## src/rtl/ddr_rd_trunc.sv

```systemverilog
module ddr_rd_trunc #(
  parameter int BL  = 8,
  parameter int CL  = 3,
  parameter int W   = 16,
  parameter int BAW = 2,
  localparam int IW = $clog2(BL)
) (
  input  logic           clk,
  input  logic           rst_n,
  input  logic [1:0]     cmd,
  input  logic [BAW-1:0] bank,
  input  logic [W-1:0]   src_rise,
  input  logic [W-1:0]   src_fall,
  output logic [W-1:0]   dq_rise,
  output logic [W-1:0]   dq_fall,
  output logic [IW-1:0]  idx_rise,
  output logic [IW-1:0]  idx_fall,
  output logic           dq_vld,
  output logic           dqs_oe,
  output logic           dqs_pre,
  output logic           rd_err
);
  localparam int NCYC = BL / 2;
  localparam int AW   = $clog2(CL + NCYC + 1) + 1;
  localparam logic [1:0] C_RD = 2'b01;
  localparam logic [1:0] C_PR = 2'b10;
  localparam logic [AW-1:0] NAT_END = AW'(CL + NCYC - 1);

  logic           busy;
  logic [AW-1:0]  age;
  logic [AW-1:0]  last;
  logic [BAW-1:0] bank_q;

  wire hit      = bank == bank_q;
  wire [AW-1:0] cut_at = age + AW'(CL);
  wire in_data  = busy && age >= AW'(CL);
  wire [AW-1:0] pair = age - AW'(CL);

  always_ff @(posedge clk) begin
    if (!rst_n) begin
      busy   <= 1'b0;
      age    <= '0;
      last   <= '0;
      bank_q <= '0;
      rd_err <= 1'b0;
    end else begin
      rd_err <= busy && cmd == C_RD && hit;
      if (busy) begin
        if (age == last) begin
          busy <= 1'b0;
        end else begin
          age <= age + 1'b1;
          if (cmd == C_PR && hit && cut_at < last)
            last <= cut_at;
        end
      end else if (cmd == C_RD) begin
        busy   <= 1'b1;
        age    <= '0;
        bank_q <= bank;
        last   <= NAT_END;
      end
    end
  end

  assign dq_vld   = in_data;
  assign dqs_pre  = busy && age == AW'(CL - 1);
  assign dqs_oe   = in_data || dqs_pre;
  assign dq_rise  = in_data ? src_rise : '0;
  assign dq_fall  = in_data ? src_fall : '0;
  assign idx_rise = in_data ? IW'({pair, 1'b0}) : '0;
  assign idx_fall = in_data ? IW'({pair, 1'b1}) : '0;
endmodule


```

## config.mk

```make
export PLATFORM = sky130hd
export DESIGN_NAME = ddr_rd_trunc
export DESIGN_NICKNAME = d
export VERILOG_FILES = /design/src/rtl/ddr_rd_trunc.sv
export SDC_FILE = /design/constraint.sdc
export NUM_CORES = 1
export LEC_CHECK = 0
export ABC_AREA = 1
export BUFFER_PORTS_ARGS = -buffer_cell sky130_fd_sc_hd__buf_4
export CAP_MARGIN = 10
export CORE_ASPECT_RATIO = 2
export CORE_MARGIN = 4
export CORE_UTILIZATION = 42
export DETAILED_ROUTE_END_ITERATION = 12
export HOLD_SLACK_MARGIN = 0.06
export PLACE_DENSITY = 0.81
export SYNTH_ARGS = -nofsm -noshare
export SYNTH_HDL_FRONTEND = slang
export SYNTH_SLANG_ARGS = --single-unit
```

## constraint.sdc

```tcl
create_clock -name clk -period 2.15 [get_ports clk]
set_input_delay 0.215 -clock clk [delete_from_list [all_inputs] [get_ports clk]]
set_output_delay 0.215 -clock clk [all_outputs]
set_load 0.005 [all_outputs]
```

==> results.ini, run 1 <==
[worst_setup_path]
cp-end-kind = flop
worstPathRequired_ns = 2.29
startpoint_type = flop
crit_type = flop to flop
cp_max_fo = 7
cp.arrival_ns = 2.11

[clock_tree]
cts_max_level = 1
post-cts-setup-buffers = 0
cts.sinks = 12
clk_latency_ns = 0.24
cts_tree = yes
cts_buffers = 3
root_buffer = clkbuf_8
clk_pin_slew_worst_paths_ns = 0.05
cts_buffer_depth = 2

[synthesis]
avgSynthCellArea_um2 = 5.57
synthXorXnorAreaFrac = 0.0147
synthesis.nets = 259
synth.area.top_cells = dfxtp_1 (20%), inv_1 (17%), nor2_1 (15%)
synth_edf_count = 0
syn-cell-area_um2 = 1190
synth_top_family_by_area = simple AND/OR/NAND/NOR gates
netlist.area_leader.share = 0.202
ys.flop_type = dfxtp_1
synth_compound_area_frac = 0.0830
yosys_warnings = 0
ys_seq_area_frac = 0.202
synthTopCellsByCount = inv_1 (54), nor2_1 (47), nand2_1 (41), dfxtp_1 (12), a21oi_1 (10)
yosysMostFrequentCell = inv_1
yosys.area.top_type = dfxtp_1
syn_inst = 214
synth.mux.area_fraction = 0
synth-seq-cells = 12
synth.distinct_cells = 22
synth-simple-area-share = 0.387
synth-async-reset-ratio = 0
synthAdderAreaFrac = 0.0735

[pwr]
internal-power_mw = 0.441
seq_power_share = 0.392
irDropWorstVdd_mv = 0.344
power_density_nw_per_um2 = 341
p_sw_mw = 0.182
combPwrFrac = 0.279
switching_share = 0.292
p_clk_frac = 0.328
p_leak_nw = 1.17

[floorplan]
fp.dieW_um = 45.7
start_util = 0.435
core-area_um2 = 2740
die_area_um2 = 3800
io_pins = 80
rows = 27
die_h_um = 83.3

[grt]
grt.overflow.total = 0
track_usage = 0.201
grtUsageMet3 = 0.0607
antenna_found_initial = 0
grt_pass1_wl_um = 5750
met2_usage = 0.361
gr-max-usage-layer = met2
grt_max_degree = 36
grt_pass1_vias = 1321
met1_usage = 0.170

[route]
avgRoutedWirePerCell_um = 12.0
initialDrtViolationCount = 24
vias = 1474
drc_errors = 0
vias_per_cell = 4.65
ant_nets = 0
dr.pass1.iters = 4
routed_wl_um = 3790

[sta]
min_period_over_period = 0.915
grt_setup_unrepaired = false
tns_ns = 0
setup-violations-final = 0
finalMaxSlewViolations = 0
fmax_ghz = 0.508
fin_skew_ns = 0.00439
min_period_ns = 1.97
hold_violations = 0

[job]
maxCapViolCount = 0

[cells_and_area]
syn_to_final_growth_pct = 53.5
diodes = 0
instances_no_fill = 317
drive_gt1_frac = 0.354
fin_nets = 335

[outcome]
outcome = completed

[placed_design]
port_buffers = 78
gp_congestion = 0.925
placed_cells = 314
dp_hpwl_um = 3120

[worst_hold_path]
hold_class = primary input to flop

[state kept, by name, summed over array words and instances, names as in the netlist]
name,flops
age,4
rd_err,1
last,4
bank_q,2
busy,1
[critical path, cell delays in order, from the launching register on]
cell,delay [ns]
dfxtp_2,0.39
inv_2,0.07
ha_1,0.31
inv_1,0.07
ha_1,0.27
inv_1,0.05
o21bai_1,0.20
nand2_1,0.09
nand2_1,0.06
nor2_1,0.04
nand2_1,0.09
nand2_1,0.09
nor2_1,0.10
nor2_1,0.04
[power groups by stage]
| stage | combinational [mW] | clock, mW | sequential, mW |
|---|---|---|---|
| final | 0.174 | 0.205 | 0.244 |
| after global routing | 0.197 | 0.222 | 0.245 |
| after CTS | 0.173 | 0.212 | 0.244 |
| after detailed placement | 0.170 | 0 | 0.249 |
| after global placement | 0.166 | 0 | 0.248 |
| after floorplan | 0.101 | 0 | 0.246 |
[layer usage]
metal,routed length (um),up-vias
met5,0,-
met4,228,0
met3,486,17
met2,1990,74
met1,1090,626
li1,-,757
[worst paths after layout]
kind	from	end	cells after the start	slack, ns
worst max-delay path	age[1]	last[1]	13	0.18
worst min-delay path	bank[0]	bank_q[0]	3	0.27
worst max register to register	age[1]	last[1]	13	0.18
worst min register to register	bank_q[0]	bank_q[0]	2	0.47
[area by class of cell]
cell class | instances | area, um^2
multi-input combinational | 135 | 674
tap | 29 | 36.3
clock buffer | 3 | 41.3
fill | 264 | 908
inverter | 58 | 218
sequential | 12 | 245
timing repair buffer | 80 | 613
[layout by cell type, fill, tap and decap left out, types with 4 or more instances in the layout]
cell,Yosys,layout
a21oi_1,10,9
buf_4,8,79
dfxtp_1,12,10
ha_1,7,7
inv_1,54,53
inv_2,3,4
nand2_1,41,41
nand2_2,4,4
nand3_1,7,7
nor2_1,47,46
nor2_2,3,4
o21ai_0,4,4
[kinds of logic (layout without fill, tap and decap cells)]
kind of cell	Yosys count	after routing
fa+ha+maj	7	7
xor+xnor	2	2
flops	12	12
compound gates	17	17
buf+inv	67	141
simple gates	108	108
other cells	1	1
[timing repair]
item	4_1_cts	5_1_grt
gates resized for setup	0	6
endpoints found under the setup margin	0	4
hold buffers	0	0
[stage by stage]
stage	area [um^2]	util	power, mW	hold WS [ns]	setup WS, ns
2_1_floorplan	1190	-	0.347	0.406	0.337
3_3_place_gp	1780	0.649	0.414	0.453	0.151
3_5_place_dp	1780	0.649	0.419	0.467	0.0827
4_1_cts	1820	0.664	0.628	0.272	0.0641
5_1_grt	1830	0.668	0.664	0.270	0.0239
6_report	1830	0.668	0.623	0.274	0.182
No activity file was read; power rests on OpenSTA's default activity.
==> inputs of run 2 (changes only) <==
ABC_AREA = unset   (was 1)
CORE_UTILIZATION = 39   (was 42)
PLACE_DENSITY = 0.79   (was 0.81)
==> run 2 against run 1 <==
  * Critical path depth down 4
  * Fmax down 3.4%
  * Global-route usage down 1.0 points
  * Register-to-register slack worse by 0.07 ns
  * Routed wire length down 12%
  * Sequential share of layout area up 1.2 points
  * Combinational power down 39%
  * Largest cell class unchanged
  * Largest power group is now clock
==> results.ini, run 2 <==
[outcome]
outcome = completed  ; unchanged

[route]
vias = 1163  ; was 1474
vias_per_cell = 5.08  ; was 4.65
initialDrtViolationCount = 32  ; was 24
ant_nets = 0  ; unchanged
avgRoutedWirePerCell_um = 14.6  ; was 12.0 um
dr.pass1.iters = 4  ; unchanged
routed_wl_um = 3340  ; was 3790 um
drc_errors = 0  ; unchanged

[sta]
fin_skew_ns = 0.00499  ; was 0.00439 ns
tns_ns = 0  ; unchanged
min_period_ns = 2.04  ; was 1.97 ns
finalMaxSlewViolations = 0  ; unchanged
fmax_ghz = 0.491  ; was 0.508 GHz
min_period_over_period = 0.947  ; was 0.915
grt_setup_unrepaired = false  ; unchanged
worst_pin_slew_ns = 0.672
setup-violations-final = 0  ; unchanged
hold_violations = 0  ; unchanged
slew_headroom = 0.547

[synthesis]
ys.flop_type = dfxtp_1  ; unchanged
syn_inst = 128  ; was 214
syn-cell-area_um2 = 1030  ; was 1190 um^2
yosys.area.top_type = dfxtp_1  ; unchanged
synth-seq-cells = 12  ; unchanged
yosys_warnings = 0  ; unchanged
synth.area.top_cells = dfxtp_1 (23%), and2_1 (21%), ha_1 (8.5%)  ; was dfxtp_1 (20%), inv_1 (17%), nor2_1 (15%)
synth-async-reset-ratio = 0  ; unchanged
synthTopCellsByCount = and2_1 (35), dfxtp_1 (12), nand2_1 (8), ha_1 (7), nand3_1 (7)  ; was inv_1 (54), nor2_1 (47), nand2_1 (41), dfxtp_1 (12), a21oi_1 (10)
synth.distinct_cells = 35  ; was 22
yosysMostFrequentCell = and2_1  ; was inv_1
ys_seq_area_frac = 0.234  ; was 0.202
synthesis.nets = 173  ; was 259
netlist.area_leader.share = 0.234  ; was 0.202
avgSynthCellArea_um2 = 8.02  ; was 5.57 um^2
synth_edf_count = 0  ; unchanged

[worst_hold_path]
hold_class = primary input to flop  ; unchanged
hold_path_startpoint = cmd[1]  ; was bank[0]

[placed_design]
port_buffers = 78  ; unchanged
gp_congestion = 0.815  ; was 0.925
placed_cells = 225  ; was 314
dp_hpwl_um = 2730  ; was 3120 um

[floorplan]
start_util = 0.404  ; was 0.435
fp.dieW_um = 44.3  ; was 45.7 um
rows = 26  ; was 27
die_h_um = 80.5  ; was 83.3 um
die_area_um2 = 3560  ; was 3800 um^2
io_pins = 80  ; unchanged
core-area_um2 = 2540  ; was 2740 um^2

[cells_and_area]
instances_no_fill = 229  ; was 317
syn_to_final_growth_pct = 61.1  ; was 53.5%
fin_nets = 247  ; was 335
diodes = 0  ; unchanged
multi_input_area_um2 = 698  ; was 674 um^2
mostFrequentLayoutCells = buf_4 (80), and2_1 (35), dfxtp_1 (11)  ; was buf_4 (79), inv_1 (53), nor2_1 (46)
n_fill_cell = 231  ; was 264
reg_top3 = age x4, last x4, bank_q x2  ; unchanged
drive_gt1_frac = 0.453  ; was 0.354
layout_commonest_cell = buf_4  ; unchanged
seqCellArea_um2 = 241  ; was 245 um^2

[pwr]
switching_share = 0.231  ; was 0.292
p_clk_frac = 0.420  ; was 0.328
seq_power_share = 0.399  ; was 0.392
power_density_nw_per_um2 = 360  ; was 341 nW/um^2
p_leak_nw = 0.864  ; was 1.17 nW
irDropWorstVdd_mv = 0.190  ; was 0.344 mV
internal-power_mw = 0.458  ; was 0.441 mW
p_sw_mw = 0.137  ; was 0.182 mW
combPwrFrac = 0.181  ; was 0.279
finalPower_mw = 0.595  ; was 0.623 mW

[clock_tree]
post-cts-setup-buffers = 0  ; unchanged
cts_tree = yes  ; unchanged
post_cts_resized = 0  ; unchanged
cts_buffers = 3  ; unchanged
clk_latency_ns = 0.24  ; about the same
root_buffer = clkbuf_8  ; unchanged
cts_hold_buffers = 0  ; unchanged
cts_buffer_depth = 2  ; unchanged
cts_max_level = 1  ; unchanged
clk_pin_slew_worst_paths_ns = 0.06  ; was 0.05 ns
cts.sinks = 12  ; unchanged

[worst_setup_path]
path_cells = inv_1, ha_1, inv_1, ha_1, nor2b_1, o21a_1, o21ai_0, nand3_2, mux2i_1  ; was inv_2, ha_1, inv_1, ha_1, inv_1, o21bai_1, nand2_1, nand2_1, nor2_1, nand2_1, nand2_1, nor2_1, nor2_1
cp-end-kind = flop  ; unchanged
r2r_slack_ns = 0.11  ; was 0.18 ns
cp-startpoint = age[1]  ; unchanged
worstReg2RegStart = age[1]  ; unchanged
cp.arrival_ns = 2.16  ; was 2.11 ns
crit_type = flop to flop  ; unchanged
cp_max_fo = 7  ; unchanged
cp_slowest_cell = dfxtp_2  ; unchanged
worstPathRequired_ns = 2.27  ; was 2.29 ns
startpoint_type = flop  ; unchanged
cp-endpoint = last[2]  ; was last[1]
rr_worst_depth = 9  ; was 13
rr_endpoint = last[2]  ; was last[1]
slowest_delay_ns = 0.38  ; was 0.39 ns

[grt]
grt_pass1_wl_um = 5110  ; was 5750 um
grt_max_degree = 38  ; was 36
track_usage = 0.191  ; was 0.201
grt.overflow.total = 0  ; unchanged
grt_pass1_vias = 1260  ; was 1321
antenna_found_initial = 0  ; unchanged

[job]
maxCapViolCount = 0  ; unchanged

[run 2: worst min path at each step]
stage                endpoint  slack (ns)  depth (start not counted)
floorplan              rd_err        0.36                          2
CTS                    rd_err        0.25                          3
detailed placement  bank_q[1]        0.48                          2
global placement    bank_q[1]        0.47                          2
global route        bank_q[1]        0.26                          3
finish                 rd_err        0.25                          3
[run 2: cells by family after synthesis]
family / after synthesis / synth area share
XOR/XNOR: 8 / 0.0756
AND/OR/NAND/NOR: 65 / 0.381
AO/OA/AOI/OAI: 14 / 0.0963
flip-flops: 12 / 0.234
other: 1 / 0.00366
buffers and inverters: 17 / 0.0854
multiplexers: 4 / 0.0390
adder cells (fa/ha/maj): 7 / 0.0854
[run 2: worst max-delay path: cells and delay by family, from the launching register on]
family,cells,cell delay [ns]
AO/OA/AOI/OAI,2,0.39
adder cells (fa/ha/maj),2,0.55
buffers and inverters,2,0.12
flip-flops,1,0.38
multiplexers,1,0.16
AND/OR/NAND/NOR,2,0.32
[run 2: final cells by class]
| class | count | share of cell area |
|---|---|---|
| Multi-Input combinational cell | 99 | 0.422 |
| Timing Repair Buffer | 80 | 0.363 |
| Sequential cell | 12 | 0.146 |
| Clock buffer | 4 | 0.0333 |
| Tap cell | 28 | 0.0212 |
| Inverter | 6 | 0.0136 |
[run 2: metrics by stage]
stage / hold slack [ns] / area (um^2) / worst slack [ns] / util
floorplan: 0.356 / 1030 / 0.223 / -
global placement: 0.465 / 1600 / 0.187 / 0.629
detailed placement: 0.478 / 1600 / 0.114 / 0.629
CTS: 0.246 / 1650 / 0.0472 / 0.651
global route: 0.256 / 1650 / 0.0312 / 0.651
finish: 0.248 / 1650 / 0.113 / 0.651
[run 2: power groups by stage]
stage	registers, mW	clock network [mW]	logic, mW
6_report	0.237	0.250	0.107
5_1_grt	0.238	0.265	0.119
4_1_cts	0.237	0.251	0.108
3_5_place_dp	0.242	0	0.106
3_3_place_gp	0.242	0	0.102
2_1_floorplan	0.238	0	0.0466
[run 2: metal layers]
| metal | GRT usage | routed length [um] | vias to the layer above |
|---|---|---|---|
| met1 | 0.193 | 1160 | 524 |
| met4 | 0.0544 | 34 | 0 |
| met2 | 0.352 | 1710 | 78 |
| met5 | 0 | 0 | - |
| li1 | - | - | 556 |
| met3 | 0.0650 | 427 | 5 |
==> inputs of run 3 (changes only) <==
SETUP_SLACK_MARGIN = 0.5   (was unset)
==> run 3 against run 2 <==
  * Die area unchanged
  * Sequential share of layout area decreased by 1.1 points
  * Global-route usage increased by 5.7 points
  * Clock skew increased by 0.0010 ns
  * Clock power decreased by 13%
  * Final cell count increased by 4.4%
  * Critical path depth unchanged
  * Routed wire length increased by 37%
  * Hold slack got worse by 0.00058 ns
  * Sequential power about the same
  * Critical path type unchanged
  * Largest cell class unchanged
==> results.ini, run 3 (synthesis gave the netlist of run 2 again) <==
[cells_and_area]
n_fill_cell = 198  ; was 231
syn_to_final_growth_pct = 81.8  ; was 61.1%
layout_commonest_cell = buf_4  ; unchanged
reg_top3 = age x4, last x4, bank_q x2  ; unchanged
drive_gt1_frac = 0.555  ; was 0.453
fin_area_um2 = 1870  ; was 1650 um^2
diodes = 0  ; unchanged
mostFrequentLayoutCells = buf_4 (87), and2_1 (35), nand2_1 (8), dfxtp_1 (8), nand3_1 (7)  ; was buf_4 (80), and2_1 (35), dfxtp_1 (11)
fin_nets = 257  ; was 247

[worst_setup_path]
cp.arrival_ns = 1.93  ; was 2.16 ns
path_cells = inv_2, ha_4, inv_4, ha_4, nor2b_4, o21a_1, o21ai_1, nand3_2, mux2i_1  ; was inv_1, ha_1, inv_1, ha_1, nor2b_1, o21a_1, o21ai_0, nand3_2, mux2i_1
startpoint_type = flop  ; unchanged
cp.depth = 9  ; unchanged
path_buf_inv = 2  ; unchanged
cp_max_fo = 6  ; was 7
cp_slowest_cell = dfxtp_4  ; was dfxtp_2
worstPathRequired_ns = 2.28  ; was 2.27 ns
rr_worst_depth = 9  ; unchanged
cp_common_cell = ha_4
slowest_delay_ns = 0.38  ; about the same
cp-end-kind = flop  ; unchanged
crit_family = adder cells  ; unchanged
crit_type = flop to flop  ; unchanged

[clock_tree]
root_buffer = clkbuf_8  ; unchanged
cts_buffer_depth = 2  ; unchanged
cts_buffers = 3  ; unchanged
clk_pin_slew_worst_paths_ns = 0.06  ; about the same
cts_max_level = 1  ; unchanged
cts.sinks = 12  ; unchanged
cts_tree = yes  ; unchanged
clk_latency_ns = 0.25  ; was 0.24 ns

[grt]
grt_max_degree = 19  ; was 38
grt_pass1_wl_um = 6420  ; was 5110 um
track_usage = 0.248  ; was 0.191
grt.overflow.total = 0  ; unchanged
antenna_found_initial = 0  ; unchanged
grt_pass1_vias = 1441  ; was 1260

[placed_design]
dp_hpwl_um = 3030  ; was 2730 um
gp_congestion = 0.812  ; was 0.815
port_buffers = 78  ; unchanged
placed_cell_area_um2 = 1620  ; was 1600 um^2

[sta]
slew_headroom = 0.621  ; was 0.547
fin_skew_ns = 0.00602  ; was 0.00499 ns
fmax_ghz = 0.553  ; was 0.491 GHz
finalMaxSlewViolations = 0  ; unchanged
tns_ns = 0  ; unchanged
worst_pin_slew_ns = 0.568  ; was 0.672 ns
grt_setup_unrepaired = true  ; was false
min_period_ns = 1.81  ; was 2.04 ns
min_period_over_period = 0.841  ; was 0.947
holdWs_ns = 0.248  ; about the same
hold_violations = 0  ; unchanged
setup-violations-final = 0  ; unchanged

[pwr]
combPwrFrac = 0.227  ; was 0.181
p_sw_mw = 0.155  ; was 0.137 mW
internal-power_mw = 0.435  ; was 0.458 mW
switching_share = 0.263  ; was 0.231
p_leak_nw = 0.923  ; was 0.864 nW
irDropWorstVdd_mv = 0.264  ; was 0.190 mV
power_density_nw_per_um2 = 316  ; was 360 nW/um^2
seq_power_share = 0.405  ; was 0.399
p_clk_frac = 0.368  ; was 0.420

[floorplan]
start_util = 0.404  ; unchanged
io_pins = 80  ; unchanged
die_h_um = 80.5  ; unchanged
fp.dieW_um = 44.3  ; unchanged
die_area_um2 = 3560  ; unchanged
rows = 26  ; unchanged
core-area_um2 = 2540  ; unchanged

[job]
maxCapViolCount = 0  ; unchanged

[outcome]
outcome = completed  ; unchanged

[route]
ant_nets = 0  ; unchanged
routed_wl_um = 4560  ; was 3340 um
dr.pass1.iters = 4  ; unchanged
initialDrtViolationCount = 22  ; was 32
vias = 1299  ; was 1163
vias_per_cell = 5.44  ; was 5.08
drc_errors = 0  ; unchanged
avgRoutedWirePerCell_um = 19.1  ; was 14.6 um

[worst_hold_path]
hold_class = primary input to flop  ; unchanged
hold_depth = 3  ; unchanged

## run 3: cell count changes in the layout (fill, tap and decap cells not counted), moves of 3 or more
| cell | change |
|---|---|
| buf_4 | +7 |
| dfxtp_1 | -3 |
| dfxtp_4 | +3 |
| ha_1 | -4 |
| ha_4 | +3 |
| inv_1 | -3 |
## run 3: final cells by class
cell class / count / area [um^2] / share of cell area
Multi-Input combinational cell: 102 / 852 / 0.457
Inverter: 6 / 27.5 / 0.0148
Clock inverter: 1 / 3.75 / 0.00201
Clock buffer: 3 / 41.3 / 0.0221
Sequential cell: 12 / 253 / 0.135
Tap cell: 28 / 35.0 / 0.0188
Timing Repair Buffer: 87 / 653 / 0.350
## run 3: path summary, 6_finish.rpt
kind	slack, ns	end	startpoint
setup / recovery	0.34	last[1]	age[1]
hold / removal	0.25	bank_q[0]	bank[0]
setup reg to reg	0.34	last[1]	age[1]
hold reg to reg	0.49	bank_q[0]	bank_q[0]
## run 3: metal layers
layer | wire [um] | global-route usage | up-vias
met5 | 0 | 0 | -
met4 | 207 | 0.124 | 0
met1 | 1390 | 0.222 | 593
li1 | - | - | 587
met2 | 2450 | 0.461 | 100
met3 | 516 | 0.0874 | 19
## run 3: repair_timing
item | in CTS | in global routing
hold buffers | 0 | 0
setup endpoints to repair | 48 | 46
gates cloned | 2 | 1
resized for setup | 8 | 11
pin swaps | 7 | 5
buffers inserted | 3 | 5
## run 3: power groups by stage
stage / clock network, mW / registers [mW] / logic, mW
after global placement: 0 / 0.241 / 0.105
after detailed placement: 0 / 0.242 / 0.110
final: 0.217 / 0.239 / 0.134
after CTS: 0.215 / 0.238 / 0.122
after floorplan: 0 / 0.237 / 0.0504
after global routing: 0.223 / 0.240 / 0.143
## run 3: stage by stage
step                utilization  instances  power (mW)  setup slack [ns]
detailed placement        0.640        224       0.351             0.306
global route              0.735        239       0.606             0.284
global placement          0.640        224       0.346             0.362
finish                    0.735        239       0.590             0.342
floorplan                     -        128       0.287             0.418
CTS                       0.690        233       0.575             0.332
## run 3: worst register-to-register path, cell delays in order, from the launching register on
cell,delay (ns)
dfxtp_4,0.38
inv_2,0.05
ha_4,0.27
inv_4,0.04
ha_4,0.20
nor2b_4,0.12
o21a_1,0.18
o21ai_1,0.14
nand3_2,0.16
mux2i_1,0.16
